$ cat src/rtl/gpio_cfg_pkg.sv
package gpio_cfg_pkg;

  // Widest pin index supported by the strobe struct (up to 64 pins)
  localparam int PIN_IDX_W = 6;

  // Register bit positions, fixed by the software-visible layout
  localparam int BIT_OE   = 0;
  localparam int BIT_TYPE = 1;
  localparam int BIT_PU   = 2;
  localparam int BIT_DOUT = 3;
  localparam int BIT_LOCK = 7;

  typedef struct packed {
    logic oe;
    logic openDrain;
    logic pullUp;
    logic dout;
  } pin_attr_t;

  // Strobes from control to datapath
  typedef struct packed {
    logic                 pinWr;   // accepted write to a pin register
    logic                 fselWr;  // accepted write to the global register
    logic                 pinHit;  // address selects a pin register
    logic                 fselHit; // address selects the global register
    logic [PIN_IDX_W-1:0] pinIdx;  // pin index decoded from the address
  } cfg_strobe_t;

endpackage

$ cat src/rtl/gpio_cfg_ctrl.sv
module gpio_cfg_ctrl
  import gpio_cfg_pkg::*;
#(
  parameter int NUM_PINS = 16,
  parameter int ADDR_W   = 5
) (
  input  logic [ADDR_W-1:0]   regAddr,
  input  logic                regWe,
  input  logic [NUM_PINS-1:0] pinLock,
  input  logic                globalLock,
  output cfg_strobe_t         strobe
);

  localparam logic [ADDR_W-1:0] FSEL_ADDR = ADDR_W'(NUM_PINS);

  logic                 addrIsPin;
  logic                 addrIsFsel;
  logic [PIN_IDX_W-1:0] idx;
  logic                 selLocked;

  always_comb begin
    addrIsPin  = (regAddr < FSEL_ADDR);
    addrIsFsel = (regAddr == FSEL_ADDR);
    idx        = PIN_IDX_W'(regAddr);
    selLocked  = 1'b0;
    for (int i = 0; i < NUM_PINS; i++) begin
      if (idx == PIN_IDX_W'(i)) selLocked = pinLock[i];
    end
  end

  always_comb begin
    strobe.pinHit  = addrIsPin;
    strobe.fselHit = addrIsFsel;
    strobe.pinIdx  = idx;
    strobe.pinWr   = regWe && addrIsPin && !selLocked;
    strobe.fselWr  = regWe && addrIsFsel && !globalLock;
  end

  // at most one register target is written per cycle
  always_comb begin
    p_one_target_r10: assert ($onehot0({strobe.pinWr, strobe.fselWr}));
  end

endmodule

$ cat src/rtl/gpio_cfg_dp.sv
module gpio_cfg_dp
  import gpio_cfg_pkg::*;
#(
  parameter int NUM_PINS = 16,
  parameter int FSEL_W   = 7
) (
  input  logic                clk,
  input  logic                rstN,
  input  cfg_strobe_t         strobe,
  input  logic [7:0]          wdata,
  output logic [7:0]          rdata,
  output logic [NUM_PINS-1:0] pinLock,
  output logic                globalLock,
  output logic [NUM_PINS-1:0] pinOe,
  output logic [NUM_PINS-1:0] pinOpenDrain,
  output logic [NUM_PINS-1:0] pinPullUp,
  output logic [NUM_PINS-1:0] pinDout,
  output logic [FSEL_W-1:0]   funcSel
);

  pin_attr_t         attrQ [NUM_PINS];
  logic [FSEL_W-1:0] fselQ;
  logic              unusedWdata;

  assign unusedWdata = ^wdata;

  // Per-pin registers
  for (genvar i = 0; i < NUM_PINS; i++) begin : g_pin
    always_ff @(posedge clk or negedge rstN) begin
      if (!rstN) begin
        attrQ[i]   <= '0;
        pinLock[i] <= 1'b0;
      end else if (strobe.pinWr && strobe.pinIdx == PIN_IDX_W'(i)) begin
        attrQ[i].oe        <= wdata[BIT_OE];
        attrQ[i].openDrain <= wdata[BIT_TYPE];
        attrQ[i].pullUp    <= wdata[BIT_PU];
        attrQ[i].dout      <= wdata[BIT_DOUT];
        pinLock[i]         <= wdata[BIT_LOCK];
      end
    end

    assign pinOe[i]        = attrQ[i].oe;
    assign pinOpenDrain[i] = attrQ[i].openDrain;
    assign pinPullUp[i]    = attrQ[i].pullUp;
    assign pinDout[i]      = attrQ[i].dout;

    // a locked pin keeps its attributes; R6: and its lock
    p_pin_frozen_r4: assert property (@(posedge clk) disable iff (!rstN)
      $past(pinLock[i]) |-> ($stable(attrQ[i]) && pinLock[i]));
  end

  // Global function-select register
  always_ff @(posedge clk or negedge rstN) begin
    if (!rstN) begin
      fselQ      <= '0;
      globalLock <= 1'b0;
    end else if (strobe.fselWr) begin
      fselQ      <= wdata[FSEL_W-1:0];
      globalLock <= wdata[BIT_LOCK];
    end
  end

  assign funcSel = fselQ;

  // Read mux
  always_comb begin
    rdata = '0;
    if (strobe.pinHit) begin
      for (int i = 0; i < NUM_PINS; i++) begin
        if (strobe.pinIdx == PIN_IDX_W'(i)) begin
          rdata[BIT_OE]   = attrQ[i].oe;
          rdata[BIT_TYPE] = attrQ[i].openDrain;
          rdata[BIT_PU]   = attrQ[i].pullUp;
          rdata[BIT_DOUT] = attrQ[i].dout;
          rdata[BIT_LOCK] = pinLock[i];
        end
      end
    end else if (strobe.fselHit) begin
      rdata[FSEL_W-1:0] = fselQ;
      rdata[BIT_LOCK]   = globalLock;
    end
  end

  // global lock is sticky
  p_glock_sticky_r8: assert property (@(posedge clk) disable iff (!rstN)
    $past(globalLock) |-> globalLock);

  // locked select field holds its value
  p_fsel_frozen_r7: assert property (@(posedge clk) disable iff (!rstN)
    $past(globalLock) |-> $stable(fselQ));

  // no pin lock bit ever falls outside reset
  p_locks_never_fall_r6: assert property (@(posedge clk) disable iff (!rstN)
    (($past(pinLock) & ~pinLock) == '0));

endmodule

$ cat src/rtl/gpio_cfg_lock_top.sv
module gpio_cfg_lock_top
  import gpio_cfg_pkg::*;
#(
  parameter int NUM_PINS = 16,
  parameter int ADDR_W   = 5,
  parameter int FSEL_W   = 7
) (
  input  logic                clk,
  input  logic                rstN,
  input  logic [ADDR_W-1:0]   regAddr,
  input  logic [7:0]          regWdata,
  input  logic                regWe,
  output logic [7:0]          regRdata,
  output logic [NUM_PINS-1:0] pinOe,
  output logic [NUM_PINS-1:0] pinOpenDrain,
  output logic [NUM_PINS-1:0] pinPullUp,
  output logic [NUM_PINS-1:0] pinDout,
  output logic [FSEL_W-1:0]   funcSel
);

  cfg_strobe_t         strobe;
  logic [NUM_PINS-1:0] pinLock;
  logic                globalLock;

  gpio_cfg_ctrl #(.NUM_PINS(NUM_PINS), .ADDR_W(ADDR_W)) u_ctrl (
    .regAddr   (regAddr),
    .regWe     (regWe),
    .pinLock   (pinLock),
    .globalLock(globalLock),
    .strobe    (strobe)
  );

  gpio_cfg_dp #(.NUM_PINS(NUM_PINS), .FSEL_W(FSEL_W)) u_dp (
    .clk         (clk),
    .rstN        (rstN),
    .strobe      (strobe),
    .wdata       (regWdata),
    .rdata       (regRdata),
    .pinLock     (pinLock),
    .globalLock  (globalLock),
    .pinOe       (pinOe),
    .pinOpenDrain(pinOpenDrain),
    .pinPullUp   (pinPullUp),
    .pinDout     (pinDout),
    .funcSel     (funcSel)
  );

endmodule

$ cat config.mk
export PLATFORM = sky130hd
export DESIGN_NAME = gpio_cfg_lock_top
export DESIGN_NICKNAME = d
export VERILOG_FILES = /design/src/rtl/gpio_cfg_pkg.sv /design/src/rtl/gpio_cfg_ctrl.sv /design/src/rtl/gpio_cfg_dp.sv /design/src/rtl/gpio_cfg_lock_top.sv
export SDC_FILE = /design/constraint.sdc
export NUM_CORES = 1
export LEC_CHECK = 0
export ABC_CLOCK_PERIOD_IN_PS = 3210
export CORE_ASPECT_RATIO = 0.8
export CORE_MARGIN = 10
export CORE_UTILIZATION = 40
export DETAILED_ROUTE_END_ITERATION = 6
export DONT_BUFFER_PORTS = 1
export GPL_TIMING_DRIVEN = 0
export PLACE_DENSITY_LB_ADDON = 0.1
export SETUP_SLACK_MARGIN = 0.02
export SYNTH_ARGS = -nofsm -noshare
export SYNTH_HDL_FRONTEND = slang
export SYNTH_HIERARCHICAL = 1
export SYNTH_SLANG_ARGS = --single-unit
$ cat constraint.sdc
create_clock -name clk -period 3.21 [get_ports clk]
set_clock_uncertainty 0.15 [all_clocks]
set_input_delay 0.321 -clock clk [delete_from_list [all_inputs] [get_ports clk]]
set_output_delay 0.321 -clock clk [all_outputs]
set_load 0.02 [all_outputs]
==> flow_metrics.env, run 1 <==
export IMPL_drt_pass1_iterations=4
export IMPL_status="complete, no violations"
export IMPL_worstMarginPinSlew_ns=0.819
export IMPL_endpoint_kind="primary output"
export IMPL_viasPerCell=6.08
export IMPL_grt_max_degree=89
export IMPL_cts_resized=0
export IMPL_drv_slew=0
export IMPL_synth_top_area_cell="dfrtp_1"
export IMPL_arrival_ns=2.66
export IMPL_worst_ep_required_time_ns=2.74
export IMPL_layout_drive_gt1_share=0.392
export IMPL_critPathMaxFanout=10
export IMPL_drt_initial_drc_count=302
export IMPL_comb_power_share=0.116
export IMPL_wl_per_cell_um=27.8
export IMPL_core_um2=11600
export IMPL_yosysSeqAreaShare=0.459
export IMPL_regToRegSetupSlack_ns=0.11
export IMPL_area_growth_syn_to_layout_pct=13.0
export IMPL_ys_top_cells_by_area="dfrtp_1 46%, mux2_2 23%, mux4_2 2.8%, buf_4 2.2%, mux2i_1 1.9%"
export IMPL_gp_congestion=0.941
export IMPL_grt_setup_unrepaired="false"
export IMPL_synth_avg_cell_area_um2=12.2
export IMPL_drv_cap=0
export IMPL_synth_nets=409
export IMPL_finalSetupTns_ns=0
export IMPL_swShare=0.283
export IMPL_drc=0
export IMPL_fmax_mhz=319
export IMPL_setup_violations_final=0
export IMPL_drt_total_wl_um=15700
export IMPL_ys_seq_elements=88
export IMPL_fin_crit_ns=3.13
export IMPL_antenna_found_initial=0
export IMPL_ant_nets=0
export IMPL_grt_first_pass_wirelength_um=23900
export IMPL_ys_types=63
export IMPL_cts_clk_slew_worst_paths_ns=0.06
export IMPL_io_buffers=0
export IMPL_intPower_mw=2.07
export IMPL_layout_common_cells="98 x mux2_2, 88 x dfrtp_1, 19 x nand2_1"
export IMPL_worstSetupStartpointType="input port"
export IMPL_power_frac_clock=0.392
export IMPL_seqPwrFrac=0.492
export IMPL_clkLatencyLatePin_ns=0.34
export IMPL_first_global_vias=3590
export IMPL_hold_ws_ns=0.376
export IMPL_synth_top_area_frac=0.459
export IMPL_die_w_um=142
export IMPL_hold_class="input port to asynchronous set/reset pin"
export IMPL_ios=95
export IMPL_finalCritPeriodShare=0.976
export IMPL_post_route_util=0.467
export IMPL_initial_utilization=0.413
export IMPL_worstSetupPathType="input port to primary output"
export IMPL_synth_async_reset_ratio=1.00
export IMPL_dieArea_um2=16800
export IMPL_clock_sinks=88
export IMPL_cts_tree="yes"
export IMPL_synth_edf_count=0
export IMPL_syn_inst=393
export IMPL_root_buffer="clkbuf_16"
export IMPL_peakVddDrop_uv=337
export IMPL_h_tree_depth=3
export IMPL_cts_buffers_inserted=9
export IMPL_synth_area_um2=4800
export IMPL_synth_warnings=6
export IMPL_synthFlopType="dfrtp_1"
export IMPL_final_area_um2=5420
export IMPL_globalRoute_totalOverflow=0
export IMPL_max_slew_margin=0.452
export IMPL_power_density_nw_per_um2=532
export IMPL_num_nets_final=430
export IMPL_std_cell_rows=35
export IMPL_track_usage=0.187
export IMPL_hpwl_um=11500
export IMPL_antenna_cells=0
export IMPL_die_height_um=118
export IMPL_vias=3441
export IMPL_hold_viol_final=0
export IMPL_cts_max_path_buffers=2
export IMPL_p_leak_nw=2.38
export IMPL_switchingPower_mw=0.816
export IMPL_dpl_cell_area_um2=4980
export IMPL_final_common_cell="mux2_2"
[final cells by class]
type | count | area [um^2]
multi-input combinational | 267 | 2350
fill | 1078 | 6190
clock buffer | 10 | 239
clock inverter | 5 | 81.3
tap | 148 | 185
inverter | 4 | 15.0
buffer | 34 | 224
timing repair buffer | 10 | 118
sequential | 88 | 2200
[timing repair]
action,4_1_cts,5_1_grt
hold endpoints to repair,126,0
hold buffers,10,0
buffers inserted,0,0
[kinds of logic after synthesis]
kind of cell    count (synthesis)  synth area share
mux                           113             0.277
simple gates                   90             0.119
flops                          88             0.459
compound gates                 63            0.0944
buf+inv                        38            0.0498
other cells                     1          0.000782
[synth_stat cells (5+ instances only)]
master and instances:
nand3_1 6, dfrtp_1 88, nor2b_1 7, buf_4 14
nand2b_1 5, nand2_1 19, nor2_1 12, clkbuf_1 7
a21oi_1 15, mux2i_1 9, nor2_2 7, mux2_2 98
o21ai_0 9, mux4_2 6, buf_6 5, buf_2 5
[through the flow]
stage / total power [mW] / setup slack [ns] / std cells
after CTS: 2.91 / 0.145 / 566
final: 2.88 / 0.0764 / 566
after detailed placement: 1.74 / 0.128 / 541
after floorplan: 1.62 / 0.767 / 393
after global placement: 1.73 / 0.191 / 541
after global routing: 2.99 / 0.0245 / 566
[per-layer routing]
metal  share of wire  track usage  up-vias
met1            0.43        0.244     1795
met3           0.095       0.0754       12
met2            0.47        0.284      128
li1                -            -     1506
met4          0.0098       0.0379        0
met5               0            0        -
[power by group through the flow]
stage	clock network (mW)	registers, mW	logic [mW]
after floorplan	0	1.39	0.233
after global placement	0	1.44	0.286
after detailed placement	0	1.45	0.291
after CTS	1.15	1.43	0.335
after global routing	1.19	1.44	0.365
final	1.13	1.42	0.336
[worst paths after layout]
path / from / to / depth (start not counted)
setup / recovery: regAddr[1] / regRdata[0] / 7
hold / removal: rstN / u_dp/pinPullUp[12]$_DFFE_PN0P_ / 2
setup reg to reg: u_dp/pinLock[15]$_DFFE_PN0P_ / u_dp/pinOe[13]$_DFFE_PN0P_ / 6
hold reg to reg: u_dp/pinLock[13]$_DFFE_PN0P_ / u_dp/pinLock[13]$_DFFE_PN0P_ / 1
max in group asynchronous: rstN / u_dp/pinLock[9]$_DFFE_PN0P_ / 2
min in group clk: regWdata[7] / u_dp/pinLock[4]$_DFFE_PN0P_ / 2
[state kept, by name, summed over array words and instances, names as in the netlist]
name,count
u_dp/pinOpenDrain,16
u_dp/funcSel,7
u_dp/pinPullUp,16
u_dp/globalLock,1
u_dp/pinLock,16
u_dp/pinDout,16
u_dp/pinOe,16
[worst max-delay path, cell delays in order]
cell	delay, ns
buf_4	0.07
buf_2	0.28
buf_1	0.57
o21ai_0	0.22
a2111oi_0	0.52
o211ai_1	0.20
a211oi_2	0.47
Power figures use the tool's default switching activity.
==> run 2, diff against run 1 <==
Settings changed: ABC_CLOCK_PERIOD_IN_PS 3210 to 3600, CTS_CLUSTER_DIAMETER set to 100, SETUP_SLACK_MARGIN 0.02 to 0.1.
Clock period 3.21 ns to 3.6 ns, I/O delays scaled along.
==> flow_metrics.env, run 2 (synthesis gave the netlist of run 1 again) <==
export IMPL_wl_per_cell_um=27.6
export IMPL_antenna_found_initial=0
export IMPL_drt_pass1_iterations=5
export IMPL_register_area_um2=2200
export IMPL_regToRegSetupSlack_ns=0.54
export IMPL_post_route_util=0.460
export IMPL_ios=95
export IMPL_std_cell_rows=35
export IMPL_drc=0
export IMPL_first_global_vias=3545
export IMPL_worstMarginPinSlew_ns=0.756
export IMPL_clkLatencyLatePin_ns=0.34
export IMPL_arrival_ns=2.72
export IMPL_power_density_nw_per_um2=479
export IMPL_gp_congestion=0.941
export IMPL_max_slew_margin=0.491
export IMPL_layout_drive_gt1_share=0.400
export IMPL_grt_met2_usage=0.280
export IMPL_vias=3379
export IMPL_root_buffer="clkbuf_16"
export IMPL_r2r_start="u_dp/pinLock[15]$_DFFE_PN0P_"
export IMPL_status="complete, no violations"
export IMPL_drt_total_wl_um=15400
export IMPL_multi_input_area_um2=2350
export IMPL_hpwl_um=11500
export IMPL_track_usage=0.183
export IMPL_final_common_cell="mux2_2"
export IMPL_hold_class="input port to flop"
export IMPL_layout_common_cells="98 x mux2_2, 88 x dfrtp_1, 19 x nand2_1"
export IMPL_hold_start="regWdata[1]"
export IMPL_worstSetupPathType="input port to primary output"
export IMPL_grt_max_degree=89
export IMPL_fin_crit_ns=3.23
export IMPL_area_growth_syn_to_layout_pct=11.3
export IMPL_setup_violations_final=0
export IMPL_antenna_cells=0
export IMPL_post_cts_buffers=0
export IMPL_dieArea_um2=16800
export IMPL_drv_cap=0
export IMPL_viasPerCell=6.06
export IMPL_peakVddDrop_uv=301
export IMPL_grt_use_met1=0.240
export IMPL_globalRoute_totalOverflow=0
export IMPL_grt_setup_unrepaired="false"
export IMPL_p_leak_nw=2.35
export IMPL_cts_clk_slew_worst_paths_ns=0.07
export IMPL_io_buffers=0
export IMPL_startpoint="regAddr[1]"
export IMPL_core_um2=11600
export IMPL_cts_max_path_buffers=2
export IMPL_h_tree_depth=3
export IMPL_initial_utilization=0.413
export IMPL_critPathMaxFanout=10
export IMPL_hold_viol_final=0
export IMPL_ant_nets=0
export IMPL_finalCritPeriodShare=0.896
export IMPL_drv_slew=0
export IMPL_die_height_um=118
export IMPL_num_nets_final=422
export IMPL_worstSetupStartpointType="input port"
export IMPL_drt_initial_drc_count=309
export IMPL_fmax_mhz=310
export IMPL_clock_sinks=88
export IMPL_finalSetupTns_ns=0
export IMPL_cts_buffers_inserted=9
export IMPL_grt_first_pass_wirelength_um=23500
export IMPL_gr_usage_met3=0.0714
export IMPL_endpoint_kind="primary output"
export IMPL_fillCellCount=1086
export IMPL_cts_tree="yes"
export IMPL_worst_ep_required_time_ns=3.09
export IMPL_grt_busiest_layer="met2"
export IMPL_die_w_um=142
[run 2: cell types whose count changed in the layout (fill, tap and decap cells not counted), sizes merged]
cell / change
dlygate4sd3: -8
[run 2: worst max-delay path, cell delays in order]
cell and delay, ns:
buf_4 0.07, buf_2 0.28, buf_1 0.57, o21ai_0 0.19, a2111oi_0 0.55, o211ai_1 0.21, a211oi_2 0.47
[run 2: layout make-up]
class,instances,area share
multi-input cells,267,0.441
flip-flops and latches,88,0.412
clock buffers,10,0.0448
plain buffers,34,0.0419
well taps,148,0.0347
clock inverters,5,0.0152
repair buffers,2,0.00703
inverters,4,0.00281
[run 2: power by group]
| group | internal, mW | leakage, nW | total, mW | switching (mW) |
|---|---|---|---|---|
| sequential | 1.08 | 1.19 | 1.26 | 0.188 |
| clock | 0.623 | 0.155 | 1.01 | 0.384 |
| combinational | 0.138 | 1.00 | 0.286 | 0.148 |
| total | 1.84 | 2.35 | 2.56 | 0.720 |
[run 2: through the flow]
stage               instances  hold WS [ns]  cell area (um^2)  setup slack [ns]  power (mW)
global placement          541       -0.0814              4980             0.503        1.54
global route              558       0.00171              5340             0.337        2.66
detailed placement        541       -0.0814              4980             0.440        1.55
finish                    558        0.0129              5340             0.373        2.56
floorplan                 393       -0.0856              4800              1.10        1.45
CTS                       558       0.00557              5340             0.457        2.58
[run 2: final timing paths]
path                                                     to  cells after the start
max                                             regRdata[0]                      7
min                        u_dp/pinOpenDrain[1]$_DFFE_PN0P_                      1
max reg2reg                      u_dp/pinOe[13]$_DFFE_PN0P_                      6
min reg2reg                    u_dp/pinLock[13]$_DFFE_PN0P_                      1
max in group asynchronous       u_dp/pinLock[9]$_DFFE_PN0P_                      2
min in group asynchronous    u_dp/pinPullUp[12]$_DFFE_PN0P_                      2
[run 2: what timing repair did]
action / CTS / global route
hold buffers: 2 / 0
endpoints found under the hold margin: 88 / 0
gates resized for setup: 0 / 0
[run 2: layer usage]
metal  routed length, um  up-vias
met4                 143        0
met1                6570     1748
met3                1530       13
met5                   0        -
li1                    -     1484
met2                7140      134
